==> src/rtl/cio_pkg.sv <==
package cio_pkg;

    localparam int GRP_N = 3;
    localparam int GRP_W = 8;
    localparam int PIN_N = GRP_N * GRP_W;

    localparam logic [7:0] CTRL_IDX = 8'h03;

    typedef struct packed {
        logic alt;
        logic inv;
        logic dir_in;
    } pin_cfg_t;

    localparam pin_cfg_t CFG_RST = '{alt: 1'b0, inv: 1'b0, dir_in: 1'b1};

    typedef struct packed {
        logic       en;
        logic [1:0] sel;
    } ctrl_t;

    typedef struct packed {
        logic       hit;
        logic [1:0] grp;
        logic [2:0] pos;
    } cfg_loc_t;

    function automatic int grp_width(input int g);
        return (g == 1) ? 6 : GRP_W;
    endfunction

    function automatic logic [7:0] grp_cfg_base(input int g);
        case (g)
            0:       return 8'hE0;
            1:       return 8'hE8;
            default: return 8'hF5;
        endcase
    endfunction

    function automatic logic pin_exists(input int g, input int b);
        return b < grp_width(g);
    endfunction

    function automatic logic pin_has_alt(input int g, input int b);
        return !(g == 1 && b <= 4);
    endfunction

    function automatic logic [7:0] grp_mask(input int g);
        logic [7:0] m;
        m = '0;
        for (int b = 0; b < GRP_W; b++) m[b] = pin_exists(g, b);
        return m;
    endfunction

    function automatic cfg_loc_t cfg_locate(input logic [7:0] a);
        cfg_loc_t   r;
        logic [7:0] off;
        r = '0;
        for (int g = 0; g < GRP_N; g++) begin
            off = a - grp_cfg_base(g);
            if (a >= grp_cfg_base(g) && int'(off) < grp_width(g)) begin
                r.hit = 1'b1;
                r.grp = 2'(g);
                r.pos = off[2:0];
            end
        end
        return r;
    endfunction

    function automatic logic [7:0] pair_base(input logic [1:0] s);
        case (s)
            2'd0:    return 8'hE0;
            2'd1:    return 8'hE2;
            2'd2:    return 8'hE4;
            default: return 8'hEA;
        endcase
    endfunction

    function automatic logic [7:0] cfg_to_byte(input pin_cfg_t c);
        return {4'b0000, c.alt, 1'b0, c.inv, c.dir_in};
    endfunction

endpackage

==> src/rtl/cio_cfg_regs.sv <==
module cio_cfg_regs
    import cio_pkg::*;
(
    input  logic                   clk,
    input  logic                   rst,
    input  logic                   cfg_we,
    input  logic [7:0]             cfg_addr,
    input  logic [7:0]             cfg_wdata,
    output pin_cfg_t [PIN_N-1:0]   cfg_o,
    output ctrl_t                  ctrl_o,
    output logic [7:0]             cfg_rdata
);

    cfg_loc_t loc;
    ctrl_t    ctrl_q;

    assign loc = cfg_locate(cfg_addr);

    always_ff @(posedge clk) begin
        if (rst) begin
            ctrl_q <= '0;
        end else if (cfg_we && cfg_addr == CTRL_IDX) begin
            ctrl_q.en  <= cfg_wdata[7];
            ctrl_q.sel <= cfg_wdata[1:0];
        end
    end

    assign ctrl_o = ctrl_q;

    for (genvar g = 0; g < GRP_N; g++) begin : g_grp
        for (genvar b = 0; b < GRP_W; b++) begin : g_bit
            localparam int IDX = g * GRP_W + b;
            if (pin_exists(g, b)) begin : g_live
                localparam logic ALT_OK = pin_has_alt(g, b);
                pin_cfg_t q;
                always_ff @(posedge clk) begin
                    if (rst) begin
                        q <= CFG_RST;
                    end else if (cfg_we && loc.hit && loc.grp == 2'(g) && loc.pos == 3'(b)) begin
                        q.dir_in <= cfg_wdata[0];
                        q.inv    <= cfg_wdata[1];
                        q.alt    <= cfg_wdata[3] & ALT_OK;
                    end
                end
                assign cfg_o[IDX] = q;
            end else begin : g_none
                assign cfg_o[IDX] = CFG_RST;
            end
        end
    end

    always_comb begin
        cfg_rdata = '0;
        if (cfg_addr == CTRL_IDX)
            cfg_rdata = {ctrl_q.en, 5'b00000, ctrl_q.sel};
        else if (loc.hit)
            cfg_rdata = cfg_to_byte(cfg_o[{loc.grp, loc.pos}]);
    end

    logic unused_wbits;
    assign unused_wbits = ^{cfg_wdata[6:4], cfg_wdata[2]};

    logic [PIN_N-1:0] dir_vec;
    always_comb begin
        for (int i = 0; i < PIN_N; i++) dir_vec[i] = cfg_o[i].dir_in;
    end

    // first cycle after reset shows a disabled pair and all-input pins
    p_reset_state_r1: assert property (@(posedge clk) disable iff (rst)
        $past(rst) |-> (!ctrl_o.en && (&dir_vec)));

endmodule

==> src/rtl/cio_data_port.sv <==
module cio_data_port
    import cio_pkg::*;
(
    input  logic             clk,
    input  logic             rst,
    input  ctrl_t            ctrl_i,
    input  logic [7:0]       io_addr,
    input  logic             io_wr,
    input  logic             io_rd,
    input  logic [7:0]       io_wdata,
    input  logic [PIN_N-1:0] view_i,
    output logic             io_hit,
    output logic [7:0]       io_rdata,
    output logic [PIN_N-1:0] data_o
);

    logic [7:0] base;
    logic [7:0] idx_q;
    logic       at_idx, at_dat, hit;
    logic       gsel_ok;
    logic [1:0] gsel;

    assign base    = pair_base(ctrl_i.sel);
    assign at_idx  = (io_addr == base);
    assign at_dat  = (io_addr == base + 8'd1);
    assign hit     = ctrl_i.en && (io_wr || io_rd) && (at_idx || at_dat);
    assign gsel_ok = (idx_q != 8'd0) && (idx_q <= 8'(GRP_N));
    assign gsel    = idx_q[1:0] - 2'd1;
    assign io_hit  = hit;

    always_ff @(posedge clk) begin
        if (rst)
            idx_q <= '0;
        else if (hit && io_wr && at_idx)
            idx_q <= io_wdata;
    end

    for (genvar g = 0; g < GRP_N; g++) begin : g_lat
        localparam logic [7:0] MASK = grp_mask(g);
        logic [GRP_W-1:0] q;
        always_ff @(posedge clk) begin
            if (rst)
                q <= '0;
            else if (hit && io_wr && at_dat && gsel_ok && gsel == 2'(g))
                q <= io_wdata & MASK;
        end
        assign data_o[g*GRP_W +: GRP_W] = q;
    end

    always_comb begin
        io_rdata = '0;
        if (hit && io_rd) begin
            if (at_idx)
                io_rdata = idx_q;
            else if (gsel_ok)
                io_rdata = view_i[gsel*GRP_W +: GRP_W];
        end
    end

    // a disabled pair leaves latches and index untouched
    p_quiet_off_r5: assert property (@(posedge clk) disable iff (rst)
        !ctrl_i.en |=> ($stable(data_o) && $stable(idx_q)));

    // an index write is visible on the next cycle
    p_index_load_r6: assert property (@(posedge clk) disable iff (rst)
        (hit && io_wr && at_idx) |=> (idx_q == $past(io_wdata)));

endmodule

==> src/rtl/cio_pad_mux.sv <==
module cio_pad_mux
    import cio_pkg::*;
(
    input  logic                 clk,
    input  logic                 rst,
    input  pin_cfg_t [PIN_N-1:0] cfg_i,
    input  logic [PIN_N-1:0]     data_i,
    input  logic [PIN_N-1:0]     pad_in,
    input  logic [PIN_N-1:0]     alt_out,
    input  logic [PIN_N-1:0]     alt_oe,
    output logic [PIN_N-1:0]     pad_out,
    output logic [PIN_N-1:0]     pad_oe,
    output logic [PIN_N-1:0]     view_o,
    output logic [PIN_N-1:0]     alt_in
);

    for (genvar g = 0; g < GRP_N; g++) begin : g_grp
        for (genvar b = 0; b < GRP_W; b++) begin : g_bit
            localparam int I = g * GRP_W + b;
            if (pin_exists(g, b)) begin : g_live
                pin_cfg_t c;
                assign c = cfg_i[I];

                assign pad_out[I] = c.alt ? alt_out[I] : (data_i[I] ^ c.inv);
                assign pad_oe[I]  = c.alt ? alt_oe[I]  : ~c.dir_in;
                assign view_o[I]  = (c.alt || c.dir_in) ? (pad_in[I] ^ c.inv) : data_i[I];
                assign alt_in[I]  = pad_in[I];

                // quiet peripheral in alternate mode keeps the pad steady
                p_alt_holds_r9: assert property (@(posedge clk) disable iff (rst)
                    (c.alt && $stable(c) && $stable(alt_out[I]) && $stable(alt_oe[I]))
                    |-> ($stable(pad_out[I]) && $stable(pad_oe[I])));

                // in GPIO output mode a latch change reaches the pad
                p_out_tracks_r7: assert property (@(posedge clk) disable iff (rst)
                    (!c.alt && !c.dir_in && $stable(c) && !$stable(data_i[I]))
                    |-> !$stable(pad_out[I]));
            end else begin : g_none
                assign pad_out[I] = 1'b0;
                assign pad_oe[I]  = 1'b0;
                assign view_o[I]  = 1'b0;
                assign alt_in[I]  = 1'b0;
                logic unused_pin;
                assign unused_pin = ^{alt_out[I], alt_oe[I], data_i[I], pad_in[I], cfg_i[I]};
            end
        end
    end

endmodule

==> src/rtl/cio_unit.sv <==
module cio_unit
    import cio_pkg::*;
(
    input  logic             clk,
    input  logic             rst,
    input  logic             cfg_we,
    input  logic [7:0]       cfg_addr,
    input  logic [7:0]       cfg_wdata,
    output logic [7:0]       cfg_rdata,
    input  logic [7:0]       io_addr,
    input  logic             io_wr,
    input  logic             io_rd,
    input  logic [7:0]       io_wdata,
    output logic [7:0]       io_rdata,
    output logic             io_hit,
    input  logic [PIN_N-1:0] pad_in,
    output logic [PIN_N-1:0] pad_out,
    output logic [PIN_N-1:0] pad_oe,
    input  logic [PIN_N-1:0] alt_out,
    input  logic [PIN_N-1:0] alt_oe,
    output logic [PIN_N-1:0] alt_in
);

    pin_cfg_t [PIN_N-1:0] cfg_w;
    ctrl_t                ctrl_w;
    logic [PIN_N-1:0]     data_w;
    logic [PIN_N-1:0]     view_w;

    cio_cfg_regs u_cfg (
        .clk       (clk),
        .rst       (rst),
        .cfg_we    (cfg_we),
        .cfg_addr  (cfg_addr),
        .cfg_wdata (cfg_wdata),
        .cfg_o     (cfg_w),
        .ctrl_o    (ctrl_w),
        .cfg_rdata (cfg_rdata)
    );

    cio_data_port u_port (
        .clk      (clk),
        .rst      (rst),
        .ctrl_i   (ctrl_w),
        .io_addr  (io_addr),
        .io_wr    (io_wr),
        .io_rd    (io_rd),
        .io_wdata (io_wdata),
        .view_i   (view_w),
        .io_hit   (io_hit),
        .io_rdata (io_rdata),
        .data_o   (data_w)
    );

    cio_pad_mux u_mux (
        .clk     (clk),
        .rst     (rst),
        .cfg_i   (cfg_w),
        .data_i  (data_w),
        .pad_in  (pad_in),
        .alt_out (alt_out),
        .alt_oe  (alt_oe),
        .pad_out (pad_out),
        .pad_oe  (pad_oe),
        .view_o  (view_w),
        .alt_in  (alt_in)
    );

    // dedicated pins 20-24 change direction only after a configuration write
    p_dedicated_r10: assert property (@(posedge clk) disable iff (rst)
        !cfg_we |=> $stable(pad_oe[12:8]));

endmodule

==> config.mk <==
export PLATFORM = sky130hd
export DESIGN_NAME = cio_unit
export DESIGN_NICKNAME = d
export VERILOG_FILES = /design/src/rtl/cio_pkg.sv /design/src/rtl/cio_cfg_regs.sv /design/src/rtl/cio_data_port.sv /design/src/rtl/cio_pad_mux.sv /design/src/rtl/cio_unit.sv
export SDC_FILE = /design/constraint.sdc
export NUM_CORES = 1
export LEC_CHECK = 0
export ABC_CLOCK_PERIOD_IN_PS = 13550
export CAP_MARGIN = 40
export CORE_AREA = 2 2 123 113
export DETAILED_ROUTE_END_ITERATION = 6
export DIE_AREA = 0 0 125 115
export GPL_TIMING_DRIVEN = 1
export MAX_ROUTING_LAYER = met4
export PLACE_DENSITY = 0.9
export SLEW_MARGIN = 30
export SYNTH_ARGS = -nofsm -noshare
export SYNTH_HDL_FRONTEND = slang
export SYNTH_HIERARCHICAL = 1
export SYNTH_SLANG_ARGS = --single-unit
export TNS_END_PERCENT = 50
==> constraint.sdc <==
create_clock -name clk -period 13.55 [get_ports clk]
set_clock_uncertainty 0.2 [all_clocks]
set_input_delay 4.065 -clock clk [delete_from_list [all_inputs] [get_ports clk]]
set_output_delay 4.065 -clock clk [all_outputs]
set_load 0.02 [all_outputs]
==> flow_summary.toml <==
[run_status]
outcome = "finished clean"

[min_path]
hold_path_startpoint = "u_port/idx_q[4]"
hp-class = "flop to flop"
hold_end = "u_port/idx_q[4]"
hold_depth = 2

[timing]
setup_viol = 0
max_freq_mhz = 79.4
worst_pin_slew_ns = 0.833
rsz0062_at_grt = "false"
slew_violations = 0
fin_crit_sh = 0.930
relSlewSlack = 0.443
fin_crit_ns = 12.60
setup_tns_ns = 0
finalHoldViolations = 0

[routing]
wl_met2_mm = 8.94
ant_nets = 0
wirelength_mm = 19.6
via_per_inst = 5.80
wire_per_inst_um = 18.3
wl_met3_mm = 1.67
highest_layer = "met4"
wl_met1_mm = 8.50
drc = 0
drt-pass1-iter-count = 5
vias = 6231
drt_iter0_drc = 791

[clocking]
cts_sinks = 94
cts_hold_buffers = 0
cts.clk_slew.worst_paths_ns = 0.07
cts_setup_buffers = 0
h-tree-depth = 3
clock_path_buffers = 2
clock-root-buffer = "clkbuf_16"
cts_resized = 0
tritoncts = "built"
clkLatencyLatePin_ns = 0.34
cts_buffers = 9

[synthesis]
yosysWarnings = 6
netlist_area_um2 = 6750
avgSynthCellArea_um2 = 8.76
synthCells = 771

[final_layout]
area_delta_synth_final_pct = 28.9
antenna_cells = 0
drive_gt1_frac = 0.102
multi_input_comb_area_um2 = 4370
final-seq-area_um2 = 1880
fin_util = 0.664
nets = 1021
layout.cells.non_filler = 1074
fillers = 1047

[floorplan]
dieWidth_um = 125
start_util = 0.515
io_pins = 198
chipHeight_um = 115
coreArea_um2 = 13100
die_area_um2 = 14400
row_count = 40

[worst_setup_path]
critical_path_class = "input pin to output port"
rrSetupSlack_ns = 10.72
critPathLaunchType = "input pin"
r2r-end = "u_port/g_lat[0].q[2]"
worst-r2r-cell-count = 6
crit_path_max_fanout = 7
r2r_start = "u_port/idx_q[0]"
required_ns = 9.28
critPathCaptureType = "output port"
arrival_ns = 8.33

[power]
ir_worst_vdd_mv = 0.0503
p_leak_nw = 3.60
power_uw = 644
p_per_area_nw_per_um2 = 74.0

[grt]
grt_pass1_vias = 5831
antenna_found_initial = 0
grt.total_usage = 0.273
grt_pass1_wl_mm = 30.4
grt_max_degree = 103
grt_overflow_total = 0

[job]
cap_violations = 0

[placed_design]
placed_cells = 1056
numPortBuffers = 177
gp_congestion = 0.924
hpwl_mm = 14.7
[cell type report]
| class | count | share of cell area |
|---|---|---|
| Sequential cell | 94 | 0.216 |
| Multi-Input combinational cell | 592 | 0.502 |
| Timing Repair Buffer | 188 | 0.214 |
| Tap cell | 168 | 0.0241 |
| Clock buffer | 10 | 0.0263 |
| Clock inverter | 6 | 0.0105 |
| Inverter | 16 | 0.00690 |
[stage by stage]
stage	hold WS, ns	area, µm²	worst slack (ns)
after floorplan	0.244	6810	2.37
after global routing	0.316	8710	0.782
after global placement	0.279	8350	0.925
after detailed placement	0.286	8360	1.01
after CTS	0.298	8680	0.992
final	0.298	8710	0.954
[registers in the layout, indices dropped and copies added, names as in the netlist]
register and cells:
u_port/idx_q 8, u_cfg/cfg_o 61, u_cfg/ctrl_o 3, u_port/g_lat.q 22
[where the power goes]
part           total (mW)  switching [mW]  leakage [nW]  internal (mW)
sequential          0.276       0.0000752         0.758          0.276
combinational      0.0920          0.0443          2.68         0.0476
clock               0.276           0.113         0.158          0.164
[metal layers]
metal,vias up,track usage
met1,2886,0.349
met5,-,-
met2,339,0.438
met3,53,0.0568
met4,0,0.0844
li1,2953,-
[critical path, stage by stage]
cell	delay, ns
clkdlybuf4s50_1	0.57
inv_1	0.12
ha_1	0.21
o211a_1	0.14
or4_1	0.55
a211oi_4	0.28
mux2i_1	0.57
buf_2	0.29
buf_4	0.18
a211oi_1	0.07
a22oi_1	0.20
o211ai_1	0.13
a211oi_2	0.29
clkdlybuf4s50_1	0.65
[worst max-delay path by stage]
stage | end | slack [ns] | depth (start not counted) | startpoint
finish | cfg_rdata[1] | 0.95 | 14 | cfg_addr[3]
global route | cfg_rdata[0] | 0.78 | 12 | cfg_addr[3]
CTS | cfg_rdata[0] | 0.99 | 12 | cfg_addr[3]
detailed placement | cfg_rdata[0] | 1.01 | 12 | cfg_addr[3]
global placement | cfg_rdata[1] | 0.92 | 13 | cfg_addr[3]
floorplan | cfg_rdata[1] | 2.37 | 11 | cfg_addr[0]
[cell usage in the layout, fill, tap and decap left out, types with 4 or more instances in the layout]
master           count
nand4_1              4
xnor2_1             23
o2bb2ai_1            8
mux2_4              22
o21ai_0             33
mux2i_1             87
clkdlybuf4s50_1    176
buf_4                7
and3_1               5
nor2_2              22
a21oi_1             14
nor2b_1              9
nor2_1              66
nand2_1             40
ha_1                11
a211oi_1             4
dfxtp_1             94
clkbuf_16            9
conb_1              17
o22ai_1             15
mux2_2               4
a21o_1              22
or3_1               11
nand3_1             16
inv_1               16
a211o_1             18
xor2_1              23
nor3_1               9
o211ai_1            14
nand2b_1            44
o221ai_1             4
o21ai_1              4
(Power assumes the default switching activity.)
